`config.mk`:
```
export PLATFORM = sky130hd
export DESIGN_NAME = sar_cmd_seq
export DESIGN_NICKNAME = d
export VERILOG_FILES = /design/src/rtl/sar_seq_pkg.sv /design/src/rtl/sar_cmd_decode.sv /design/src/rtl/sar_trig_filter.sv /design/src/rtl/sar_engine.sv /design/src/rtl/sar_cmd_seq.sv
export SDC_FILE = /design/constraint.sdc
export NUM_CORES = 1
export LEC_CHECK = 0
export BUFFER_PORTS_ARGS = -buffer_cell sky130_fd_sc_hd__buf_2
export CELL_PAD_IN_SITES_DETAIL_PLACEMENT = 0
export CELL_PAD_IN_SITES_GLOBAL_PLACEMENT = 1
export CORE_ASPECT_RATIO = 0.75
export CORE_MARGIN = 2
export CORE_UTILIZATION = 39
export CTS_CLUSTER_DIAMETER = 30
export CTS_CLUSTER_SIZE = 40
export DETAILED_ROUTE_END_ITERATION = 7
export MAX_ROUTING_LAYER = met4
export PLACE_DENSITY_LB_ADDON = 0.3
export SLEW_MARGIN = 20
export SYNTH_ARGS = -nofsm -noshare
export SYNTH_HDL_FRONTEND = slang
export SYNTH_HIERARCHICAL = 1
export SYNTH_SLANG_ARGS = --single-unit
```
`constraint.sdc`:
```
create_clock -name clk_i -period 1.82 [get_ports clk_i]
set_input_delay 0.182 -clock clk_i [delete_from_list [all_inputs] [get_ports clk_i]]
set_output_delay 0.182 -clock clk_i [all_outputs]
set_load 0.01 [all_outputs]
```
`src/rtl/sar_seq_pkg.sv`:
```
package sar_seq_pkg;
  typedef enum logic [2:0] {ACT_NONE, ACT_STOP, ACT_CONV, ACT_ARM, ACT_PORT} act_e;
  typedef enum logic [1:0] {ST_IDLE, ST_WAIT, ST_CONV, ST_PORT} seq_st_e;
  typedef enum logic [1:0] {PH_IDLE, PH_SAMPLE, PH_BITS} sar_ph_e;
endpackage

```
`src/rtl/sar_cmd_decode.sv`:
```
module sar_cmd_decode
  import sar_seq_pkg::*;
#(
  parameter int unsigned CH_W     = 5,
  parameter int unsigned NUM_AN   = 24,
  parameter int unsigned PORT_SEL = 31
) (
  input  logic [2:0]      op_i,
  input  logic [CH_W-1:0] chan_i,
  output act_e            act_o
);
  logic an_ok, is_port;

  always_comb begin
    an_ok   = chan_i < CH_W'(NUM_AN);
    is_port = chan_i == CH_W'(PORT_SEL);
    unique case (op_i)
      3'b000:  act_o = ACT_STOP;
      3'b100:  act_o = ACT_NONE;
      3'b001:  act_o = an_ok ? ACT_CONV : (is_port ? ACT_PORT : ACT_STOP);
      3'b101:  act_o = an_ok ? ACT_ARM : ACT_STOP;
      default: act_o = ACT_STOP;
    endcase
  end
endmodule

```
`src/rtl/sar_trig_filter.sv`:
```
module sar_trig_filter (
  input  logic clk_i,
  input  logic rst_ni,
  input  logic tick_i,
  input  logic trig_i,
  output logic rise_o
);
  logic sync_q, smp_q, filt_q, filt_d_q;

  // idle level is high, so reset state is high: no false edge after reset
  always_ff @(posedge clk_i or negedge rst_ni) begin
    if (!rst_ni) begin
      sync_q   <= 1'b1;
      smp_q    <= 1'b1;
      filt_q   <= 1'b1;
      filt_d_q <= 1'b1;
    end else begin
      sync_q   <= trig_i;
      filt_d_q <= filt_q;
      if (tick_i) begin
        smp_q <= sync_q;
        if (sync_q == smp_q) filt_q <= smp_q;
      end
    end
  end

  assign rise_o = filt_q & ~filt_d_q;
endmodule

```
`src/rtl/sar_engine.sv`:
```
module sar_engine
  import sar_seq_pkg::*;
#(
  parameter int unsigned RES_W      = 10,
  parameter int unsigned SAMPLE_CYC = 16
) (
  input  logic             clk_i,
  input  logic             rst_ni,
  input  logic             start_i,
  input  logic             abort_i,
  input  logic             cmp_i,
  output logic [RES_W-1:0] dac_o,
  output logic             sample_o,
  output logic             done_o,
  output logic [RES_W-1:0] code_o
);
  localparam int unsigned CNT_W = $clog2(SAMPLE_CYC + 1);
  localparam logic [CNT_W-1:0] CNT_LAST = CNT_W'(SAMPLE_CYC - 1);
  localparam logic [RES_W-1:0] MSB_MASK = {1'b1, {(RES_W-1){1'b0}}};

  sar_ph_e          ph_q;
  logic [CNT_W-1:0] cnt_q;
  logic [RES_W-1:0] code_q, mask_q;
  logic             done_q;

  always_ff @(posedge clk_i or negedge rst_ni) begin
    if (!rst_ni) begin
      ph_q   <= PH_IDLE;
      cnt_q  <= '0;
      code_q <= '0;
      mask_q <= '0;
      done_q <= 1'b0;
    end else begin
      done_q <= 1'b0;
      if (abort_i) begin
        ph_q   <= PH_IDLE;
        code_q <= '0;
        mask_q <= '0;
      end else if (start_i) begin
        ph_q   <= PH_SAMPLE;
        cnt_q  <= '0;
        code_q <= '0;
        mask_q <= '0;
      end else begin
        unique case (ph_q)
          PH_SAMPLE: begin
            if (cnt_q == CNT_LAST) begin
              ph_q   <= PH_BITS;
              mask_q <= MSB_MASK;
            end else begin
              cnt_q <= cnt_q + 1'b1;
            end
          end
          PH_BITS: begin
            if (cmp_i) code_q <= code_q | mask_q;
            mask_q <= mask_q >> 1;
            if (mask_q[0]) begin
              ph_q   <= PH_IDLE;
              done_q <= 1'b1;
            end
          end
          default: ;
        endcase
      end
    end
  end

  assign dac_o    = (ph_q == PH_BITS) ? (code_q | mask_q) : code_q;
  assign sample_o = ph_q == PH_SAMPLE;
  assign done_o   = done_q;
  assign code_o   = code_q;
endmodule

```
`src/rtl/sar_cmd_seq.sv`:
```
module sar_cmd_seq
  import sar_seq_pkg::*;
#(
  parameter int unsigned RES_W      = 10,
  parameter int unsigned CH_W       = 5,
  parameter int unsigned PORT_W     = 8,
  parameter int unsigned NUM_AN     = 24,
  parameter int unsigned PORT_SEL   = 31,
  parameter int unsigned SAMPLE_CYC = 16,
  parameter int unsigned PORT_CYC   = 10
) (
  input  logic                      clk_i,
  input  logic                      rst_ni,
  input  logic                      tick_i,
  input  logic                      trig_i,
  input  logic                      cmd_valid_i,
  input  logic [15:0]               cmd_word_i,
  input  logic                      frame_active_i,
  input  logic                      frame_done_i,
  input  logic                      cmp_i,
  input  logic [PORT_W-1:0]         port_i,
  output logic [RES_W-1:0]          dac_code_o,
  output logic                      sample_o,
  output logic                      busy_o,
  output logic                      endc_o,
  output logic                      irq_no,
  output logic [RES_W+CH_W:0]       result_o
);
  localparam int unsigned DATA_W = RES_W + CH_W;
  localparam int unsigned PAD_W  = DATA_W - PORT_W;
  localparam int unsigned PCNT_W = $clog2(PORT_CYC + 1);
  localparam logic [PCNT_W-1:0] PCNT_LAST = PCNT_W'(PORT_CYC - 1);

  act_e              act;
  logic [CH_W-1:0]   cmd_chan;
  logic              cmd_hit, trig_rise, trig_start;
  logic              eng_start, eng_abort, eng_done;
  logic [RES_W-1:0]  eng_code;
  logic              port_done, fin;
  logic [DATA_W-1:0] fin_word;
  logic              unused_low;

  seq_st_e           st_q;
  logic              atc_q, endc_q, pend_q;
  logic [CH_W-1:0]   chan_q;
  logic [PCNT_W-1:0] pcnt_q;
  logic [DATA_W-1:0] data_q;

  assign cmd_chan   = cmd_word_i[12:8];
  assign unused_low = ^cmd_word_i[7:0];

  sar_cmd_decode #(.CH_W(CH_W), .NUM_AN(NUM_AN), .PORT_SEL(PORT_SEL)) u_dec (
    .op_i   (cmd_word_i[15:13]),
    .chan_i (cmd_chan),
    .act_o  (act)
  );

  sar_trig_filter u_trig (
    .clk_i  (clk_i),
    .rst_ni (rst_ni),
    .tick_i (tick_i),
    .trig_i (trig_i),
    .rise_o (trig_rise)
  );

  // a command in the same cycle wins over a trigger edge
  assign cmd_hit    = cmd_valid_i && (act != ACT_NONE);
  assign trig_start = !cmd_hit && (st_q == ST_WAIT) && trig_rise;
  assign eng_start  = (cmd_hit && act == ACT_CONV) || trig_start;
  assign eng_abort  = cmd_hit && (act != ACT_CONV);

  sar_engine #(.RES_W(RES_W), .SAMPLE_CYC(SAMPLE_CYC)) u_sar (
    .clk_i    (clk_i),
    .rst_ni   (rst_ni),
    .start_i  (eng_start),
    .abort_i  (eng_abort),
    .cmp_i    (cmp_i),
    .dac_o    (dac_code_o),
    .sample_o (sample_o),
    .done_o   (eng_done),
    .code_o   (eng_code)
  );

  assign port_done = (st_q == ST_PORT) && (pcnt_q == PCNT_LAST);
  assign fin       = !cmd_hit && ((st_q == ST_CONV && eng_done) || port_done);
  assign fin_word  = port_done ? {port_i, PAD_W'(1)} : {eng_code, chan_q};

  always_ff @(posedge clk_i or negedge rst_ni) begin
    if (!rst_ni) begin
      st_q   <= ST_IDLE;
      atc_q  <= 1'b0;
      endc_q <= 1'b0;
      pend_q <= 1'b0;
      chan_q <= '0;
      pcnt_q <= '0;
      data_q <= '0;
    end else if (cmd_hit) begin
      endc_q <= 1'b0;
      pend_q <= 1'b0;
      pcnt_q <= '0;
      chan_q <= cmd_chan;
      atc_q  <= act == ACT_ARM;
      unique case (act)
        ACT_CONV: st_q <= ST_CONV;
        ACT_ARM:  st_q <= ST_WAIT;
        ACT_PORT: st_q <= ST_PORT;
        default: begin
          st_q   <= ST_IDLE;
          chan_q <= '0;
          data_q <= '0;
        end
      endcase
    end else begin
      if (trig_start) st_q <= ST_CONV;
      if (st_q == ST_PORT) pcnt_q <= pcnt_q + 1'b1;
      if (frame_done_i && endc_q) endc_q <= 1'b0;
      if (fin) begin
        st_q   <= atc_q ? ST_WAIT : ST_IDLE;
        data_q <= fin_word;
        // hold the flag back while a frame is being received
        if (frame_active_i) pend_q <= 1'b1;
        else                endc_q <= 1'b1;
      end else if (pend_q && !frame_active_i) begin
        pend_q <= 1'b0;
        endc_q <= 1'b1;
      end
    end
  end

  assign busy_o   = (st_q == ST_CONV) || (st_q == ST_PORT);
  assign endc_o   = endc_q;
  assign irq_no   = ~endc_q;
  assign result_o = endc_q ? {data_q, 1'b1} : '0;
endmodule

```
==> metrics, run 1 <==
outcome=finished, final reports clean; Filler Cell Count=672; Placeable Area=7466 um2; unrepaired setup endpoints after global routing=true; final worst path period share=97.13%; level count of the clock H-tree=3; die height=80.73 um; reg-to-reg critical path startpoint=u_trig/filt_d_q$_DFF_PN1_; Synth warnings=6; worst relative slew slack=61.17%; cell chosen for the clock root=clkbuf_8; drt first pass iters=4; kind of end point of the critical path=flop; via-per-instance ratio=5.105; register clock-pin slew on the reported worst setup and hold paths=70 ps; CP Capture Point=u_sar/ph_q[1]$_DFFE_PN0P_; Pleak=0.001934 uW; FF-to-FF path depth=6; commonest register cell after synthesis=dfrtp_1; IR Drop Worst-Case VDD=0.0004660 V; post-synthesis instance area=3062 um2; number of buffers created by CTS=9; count of maximum capacitance violations=0; half-perimeter wire length after detailed placement=4949 um; area of the multi-input gates=1456 um2; I/O pin cnt=62; post-synthesis net count=310; number of standard-cell rows in the floorplan=27; number of enable flip-flop cells after synthesis=0; hold violation count in the final report=0; number of DRC violations after detailed routing=0; final global-route overflow total=0; Final setup violation count=0; initial antenna violation count=0; Storage cell area=1531 um2; ANT nets after route=0; worst setup path startpoint=u_trig/filt_d_q$_DFF_PN1_; Overall Power=3624 uW; Die Span X=106.3 um; kind of start point of the critical path=flop; fin worst setup slack=52.26 ps; first-pass GRT wire length=11140 um; maximum buffer depth of the clock tree=2; synthesized instance count=274; Max Slew Vio Count=0; highest clock frequency the design can meet=565.7 MHz; CTS tree=done; FF-to-FF End=u_sar/ph_q[1]$_DFFE_PN0P_; summed negative setup slack over all endpoints=0 ps; internal reg-to-reg setup slack=50 ps; number of buffers inserted by port buffering=53; violation count after the first detailed-routing iteration=62; floorplan die area=8582 um2; synth unique cells=58; path category of the worst min-delay check=in2reg; pre-CTS worst setup slack=-208.9 ps; Ant. Diodes=0; vias=2343; via count of the first global-routing pass=2299; mean post-synth cell area=11.17 um2; fraction of final layout cells sized beyond drive strength 1=40.50%; initial standard-cell utilization of the core=41.01%; Data required, critical path=2040 ps; post-synthesis sequential area ratio=50.02%; gp weighted congestion=0.7950; total wire length=6572 um; total global-route track usage=17.35%; data arrival time of the worst path=1990 ps; Async S/R FF share, synth=100.0%; CTS sink count=61; area growth from synthesis to layout=29.02%; time the worst path needs with I/O delays and setup=1768 ps; Worst Path Max Fanout=4; Pwr Density=917.4 nW/um2; kind of critical path=reg2reg; Skew-Pair Late Insertion Delay=340 ps; transition time of the tightest slew-check pin=582.5 ps; post-synthesis sequential element count=61; wire length per cell after detailed routing=14.32 um; maximum number of pins on one net before global-route repair=23; Fin Clk Skew=7.097 ps; Net count, final=389
-- registers in the layout, summed over array words and instances (netlist names) --
name             cells
pend_q               1
atc_q                1
endc_o               1
u_sar/cnt_q          5
u_trig/sync_q        1
u_trig/filt_d_q      1
u_sar/ph_q           2
st_q                 2
data_q              15
pcnt_q               4
u_sar/done_o         1
chan_q               5
u_sar/code_o        10
u_sar/mask_q        10
u_trig/smp_q         1
u_trig/filt_q        1
-- worst max-delay path: stages (launching register included) --
cell      delay, ps
dfstp_2         530
nor2b_2          40
nand3b_1        130
a21oi_2          80
or2_4           270
a211oi_4        270
mux2_4          330
-- placed cells by master, fill, tap and decap left out, types with 6 or more instances in the layout --
cell type  synthesis  final
buf_2              7     53
buf_4              3     30
a31oi_1           11     11
and2_1            17     17
a21oi_1           14     13
a22o_2            10     10
mux2i_1            9      9
o2bb2ai_1          8      8
inv_1              7      7
a21o_1            11     11
o21ai_0            6      6
nor2_1            17     17
dfrtp_1           57     57
clkbuf_8           0     10
nand2_1            6      6
a22o_1            12     12
-- what timing repair did --
action / CTS / global route
endpoints found under the hold margin: 19 / 0
hold buffers: 2 / 0
pin swaps: 1 / 2
gates resized for setup: 5 / 7
endpoints found under the setup margin: 14 / 17
setup buffers: 0 / 0
-- how the worst min path moves through the flow --
stage	end	slack [ps]	cells after the start	start
detailed placement	u_sar/cnt_q[0]$_DFFE_PN0P_	220	1	rst_ni
global route	u_trig/smp_q$_DFFE_PN1P_	60	2	tick_i
CTS	u_trig/smp_q$_DFFE_PN1P_	30	2	tick_i
finish	u_trig/smp_q$_DFFE_PN1P_	40	2	tick_i
floorplan	atc_q$_DFFE_PN0P_	-110	0	rst_ni
global placement	u_sar/cnt_q[1]$_DFFE_PN0P_	220	1	rst_ni
-- per-stage QoR --
step / hold slack, ps / area, um2 / utilization, % / instances
floorplan: -113.6 / 3113 / - / 274
global placement: 215.7 / 3657 / 48.99 / 441
detailed placement: 220.3 / 3657 / 48.99 / 441
CTS: 28.38 / 3924 / 52.56 / 459
global route: 62.42 / 3950 / 52.91 / 459
finish: 38.91 / 3950 / 52.91 / 459
-- area by class of cell --
cell class | count | share of cell area, %
clock buffer | 10 | 3.484
sequential | 61 | 38.77
tap | 101 | 3.199
inverter | 7 | 0.6652
timing repair buffer | 89 | 14.82
multi-input combinational | 185 | 36.87
clock inverter | 6 | 2.186
-- cell families after synthesis --
kind of cell             count (synthesis)  synth area share, %
AO/OA/AOI/OAI                           94                24.52
AND/OR/NAND/NOR                         72                13.61
flip-flops                              61                50.02
buffers and inverters                   28                5.312
multiplexers                            12                4.046
adder cells (fa/ha/maj)                  4                1.635
XOR/XNOR                                 3               0.8584
-- synthesized netlist by cell type, types with 2 or more instances --
| cell | number | area [um2] |
|---|---|---|
| nor3_1 | 2 | 10.01 |
| nor2b_1 | 4 | 25.02 |
| and2_1 | 17 | 106.4 |
| a21oi_1 | 14 | 70.07 |
| inv_1 | 7 | 26.28 |
| o21a_1 | 2 | 15.01 |
| clkbuf_1 | 5 | 18.77 |
| buf_4 | 3 | 22.52 |
| nor3b_2 | 2 | 25.02 |
| o22ai_1 | 3 | 18.77 |
| ha_1 | 4 | 50.05 |
| buf_2 | 7 | 35.03 |
| dfstp_2 | 4 | 105.1 |
| nand2b_1 | 6 | 37.54 |
| a22o_2 | 10 | 100.1 |
| nand3_1 | 4 | 20.02 |
| mux2i_1 | 9 | 90.09 |
| and3_1 | 3 | 18.77 |
| nand2_1 | 6 | 22.52 |
| a21o_1 | 11 | 82.58 |
| mux2_2 | 3 | 33.78 |
| xor2_1 | 2 | 17.52 |
| nor2_1 | 17 | 63.81 |
| buf_6 | 5 | 56.30 |
| dfrtp_1 | 57 | 1426 |
| nand4b_1 | 2 | 17.52 |
| a22o_1 | 12 | 105.1 |
| o21ai_0 | 6 | 30.03 |
| a31oi_1 | 11 | 68.82 |
| o2bb2ai_1 | 8 | 70.07 |
-- metal layers --
metal	vias up	share of wire, %	global-route usage, %
li1	1170	-	-
met1	1124	52	23.78
met2	45	43	25.00
met3	4	4.7	5.859
met4	0	0.55	3.947
met5	-	0	-
-- where the power goes --
group	switching [uW]	internal (uW)	leakage [uW]
Sequential	90.7	1470	0.000816
Clock	529	805	0.000112
Combinational	366	364	0.00101
Total	986	2640	0.00193
Power figures use the tool's default switching activity.
==> run 2, diff against run 1 <==
--- a/config.mk
+++ b/config.mk
@@ -6,6 +6,7 @@
 export NUM_CORES = 1
 export LEC_CHECK = 0
 export BUFFER_PORTS_ARGS = -buffer_cell sky130_fd_sc_hd__buf_2
+export CAP_MARGIN = 0
 export CELL_PAD_IN_SITES_DETAIL_PLACEMENT = 0
 export CELL_PAD_IN_SITES_GLOBAL_PLACEMENT = 1
 export CORE_ASPECT_RATIO = 0.75
@@ -16,6 +17,7 @@
 export DETAILED_ROUTE_END_ITERATION = 7
 export MAX_ROUTING_LAYER = met4
 export PLACE_DENSITY_LB_ADDON = 0.3
+export SETUP_SLACK_MARGIN = 0.2
 export SLEW_MARGIN = 20
 export SYNTH_ARGS = -nofsm -noshare
 export SYNTH_HDL_FRONTEND = slang
==> run 2 against run 1 <==
Net effect: final cell count rose by 1.7%; critical endpoint unchanged; largest cell class is now multi-input gates; routed wire length rose by 9.5%; core utilization rose by 3.3 points; non-clock buffer count rose by 8; critical path type unchanged; critical path depth did not move; clock power barely moved.
==> metrics, run 2 (synthesized netlist as in run 1, its figures left out) <==
register clock-pin slew on the reported worst setup and hold paths=70 ps; outcome=finished, final reports clean; number of DRC violations after detailed routing=0; Final setup violation count=0; Pleak=0.002026 uW; worst setup path startpoint=u_trig/filt_d_q$_DFF_PN1_; fraction of final layout cells sized beyond drive strength 1=46.45%; number of standard-cell rows in the floorplan=27; met3 track demand over resource=5.538%; violation count after the first detailed-routing iteration=100; gp weighted congestion=0.7732; Filler Cell Count=656; Max Slew Vio Count=0; drt first pass iters=4; worst relative slew slack=62.46%; combinational power share=21.4%; die height=80.73 um; leading cell type in the layout, fill and taps excluded=dfrtp_1; Critical path buffers and inverters=0; internal reg-to-reg setup slack=80 ps; global routing met2 resource utilization=26.35%; kind of start point of the critical path=flop; cell chosen for the clock root=clkbuf_8; final worst path period share=95.60%; FF-to-FF path depth=6; startpoint of the tightest hold check path=tick_i; reg-to-reg critical path startpoint=u_trig/filt_d_q$_DFF_PN1_; time the worst path needs with I/O delays and setup=1740 ps; flip-flop count of the largest register, all copies and words added=15; initial antenna violation count=0; area growth from synthesis to layout=37.11%; count of maximum capacitance violations=0; total global-route track usage=18.30%; clock network power share=36.4%; path category of the worst min-delay check=in2reg; P_sw=1006 uW; Worst Path Max Fanout=4; number of buffers inserted by port buffering=53; largest incremental delay on the critical path=510 ps; wire length per cell after detailed routing=15.40 um; Net count, final=397; I/O pin cnt=62; ANT nets after route=0; most used routing layer in global routing=met2; fraction of met1 tracks used by global routing=24.83%; fin worst setup slack=80.09 ps; Die Span X=106.3 um; level count of the clock H-tree=3; kind of end point of the critical path=flop; Skew-Pair Late Insertion Delay=340 ps; transition time of the tightest slew-check pin=563.1 ps; via-per-instance ratio=5.021; cell family with most CP delay=flip-flops; CTS tree=done; number of buffers created by CTS=9; Data required, critical path=2040 ps; kind of critical path=reg2reg; largest register by flop count=data_q; half-perimeter wire length after detailed placement=5086 um; relative contribution of sequential cells to total power=42.2%; Internal=2717 uW; WP depth=6; crit path max-delay cell type=dfstp_2; first-pass GRT wire length=11650 um; Placeable Area=7466 um2; IR Drop Worst-Case VDD=0.0006267 V; total wire length=7194 um; highest clock frequency the design can meet=574.7 MHz; maximum buffer depth of the clock tree=2; floorplan die area=8582 um2; vias=2345; Fin Clk Skew=9.987 ps; Ant. Diodes=0; FF-to-FF End=u_sar/ph_q[1]$_DFFE_PN0P_; maximum number of pins on one net before global-route repair=39; CTS sink count=61; unrepaired setup endpoints after global routing=true; Sw Ratio=27.02%; most frequent cells in the layout=56 x dfrtp_1, 54 x buf_2, 34 x buf_4, 17 x and2_1, 16 x nor2_1; initial standard-cell utilization of the core=41.01%; Worst Hold End=u_trig/smp_q$_DFFE_PN1P_; cells along the critical path=nor2b_1 > nand3b_1 > a21oi_2 > or2_4 > a211oi_4 > mux2_4; final global-route overflow total=0; final core occ=56.23%; data arrival time of the worst path=1960 ps; count of cells along the worst hold path=2; hold violation count in the final report=0; via count of the first global-routing pass=2321; pre-CTS worst setup slack=-219.3 ps; Pwr Density=887.1 nW/um2
[run 2: cell count changes in the layout (fill, tap and decap cells not counted), moves of 3 or more]
cell | before | now
buf_4 | 30 | 34
o2bb2ai_2 | 1 | 7
buf_6 | 0 | 3
a22o_4 | 0 | 4
o2bb2ai_1 | 8 | 0
a22o_2 | 10 | 6
[run 2: power groups by stage]
| stage | clock network (uW) | logic (uW) | registers [uW] |
|---|---|---|---|
| final | 1360 | 796 | 1570 |
| after global routing | 1460 | 876 | 1590 |
| after CTS | 1380 | 757 | 1560 |
| after detailed placement | 0 | 694 | 1590 |
| after global placement | 0 | 686 | 1580 |
| after floorplan | 0 | 444 | 1570 |
[run 2: through the flow]
stage,TNS [ps],instances,hold WS (ps),cell area (um2),power [uW]
finish,0,467,36.14,4198,3724
global route,0,467,43.54,4198,3920
global placement,-2741,439,211.2,3670,2269
CTS,0,463,23.92,3986,3703
detailed placement,-4007,439,209.4,3670,2279
floorplan,-2071,274,-113.6,3141,2014
[run 2: timing repair]
item | in CTS | in global routing
cloned | 0 | 1
pin swaps | 4 | 14
hold buffers | 2 | 0
endpoints found under the hold margin | 21 | 0
resized for setup | 9 | 35
setup endpoints to repair | 39 | 42
setup buffers | 6 | 3
[run 2: how the worst max path moves through the flow]
stage	to	slack (ps)
after CTS	u_sar/ph_q[1]$_DFFE_PN0P_	90
final	u_sar/ph_q[1]$_DFFE_PN0P_	80
after floorplan	u_sar/mask_q[9]$_DFFE_PN0P_	-170
after global placement	u_sar/mask_q[9]$_DFFE_PN0P_	-170
after detailed placement	u_sar/ph_q[1]$_DFFE_PN0P_	-220
after global routing	u_sar/mask_q[4]$_DFFE_PN0P_	10
[run 2: final cells by class]
type	instances	area [um2]	area share, %
Timing Repair Buffer	97	659.4	15.71
Clock inverter	4	70.07	1.669
Sequential cell	61	1533	36.51
Tap cell	101	126.4	3.010
Clock buffer	12	155.1	3.696
Multi-Input combinational cell	185	1628	38.78
Inverter	7	26.28	0.6259
[run 2: per-layer routing]
metal  part of all wire, %  vias to the layer above  wire length (um)
li1                      -                     1182                 -
met4                   1.0                        0                72
met5                     0                        -                 0
met2                    45                       39              3243
met3                   3.9                        7               278
met1                    50                     1117              3600
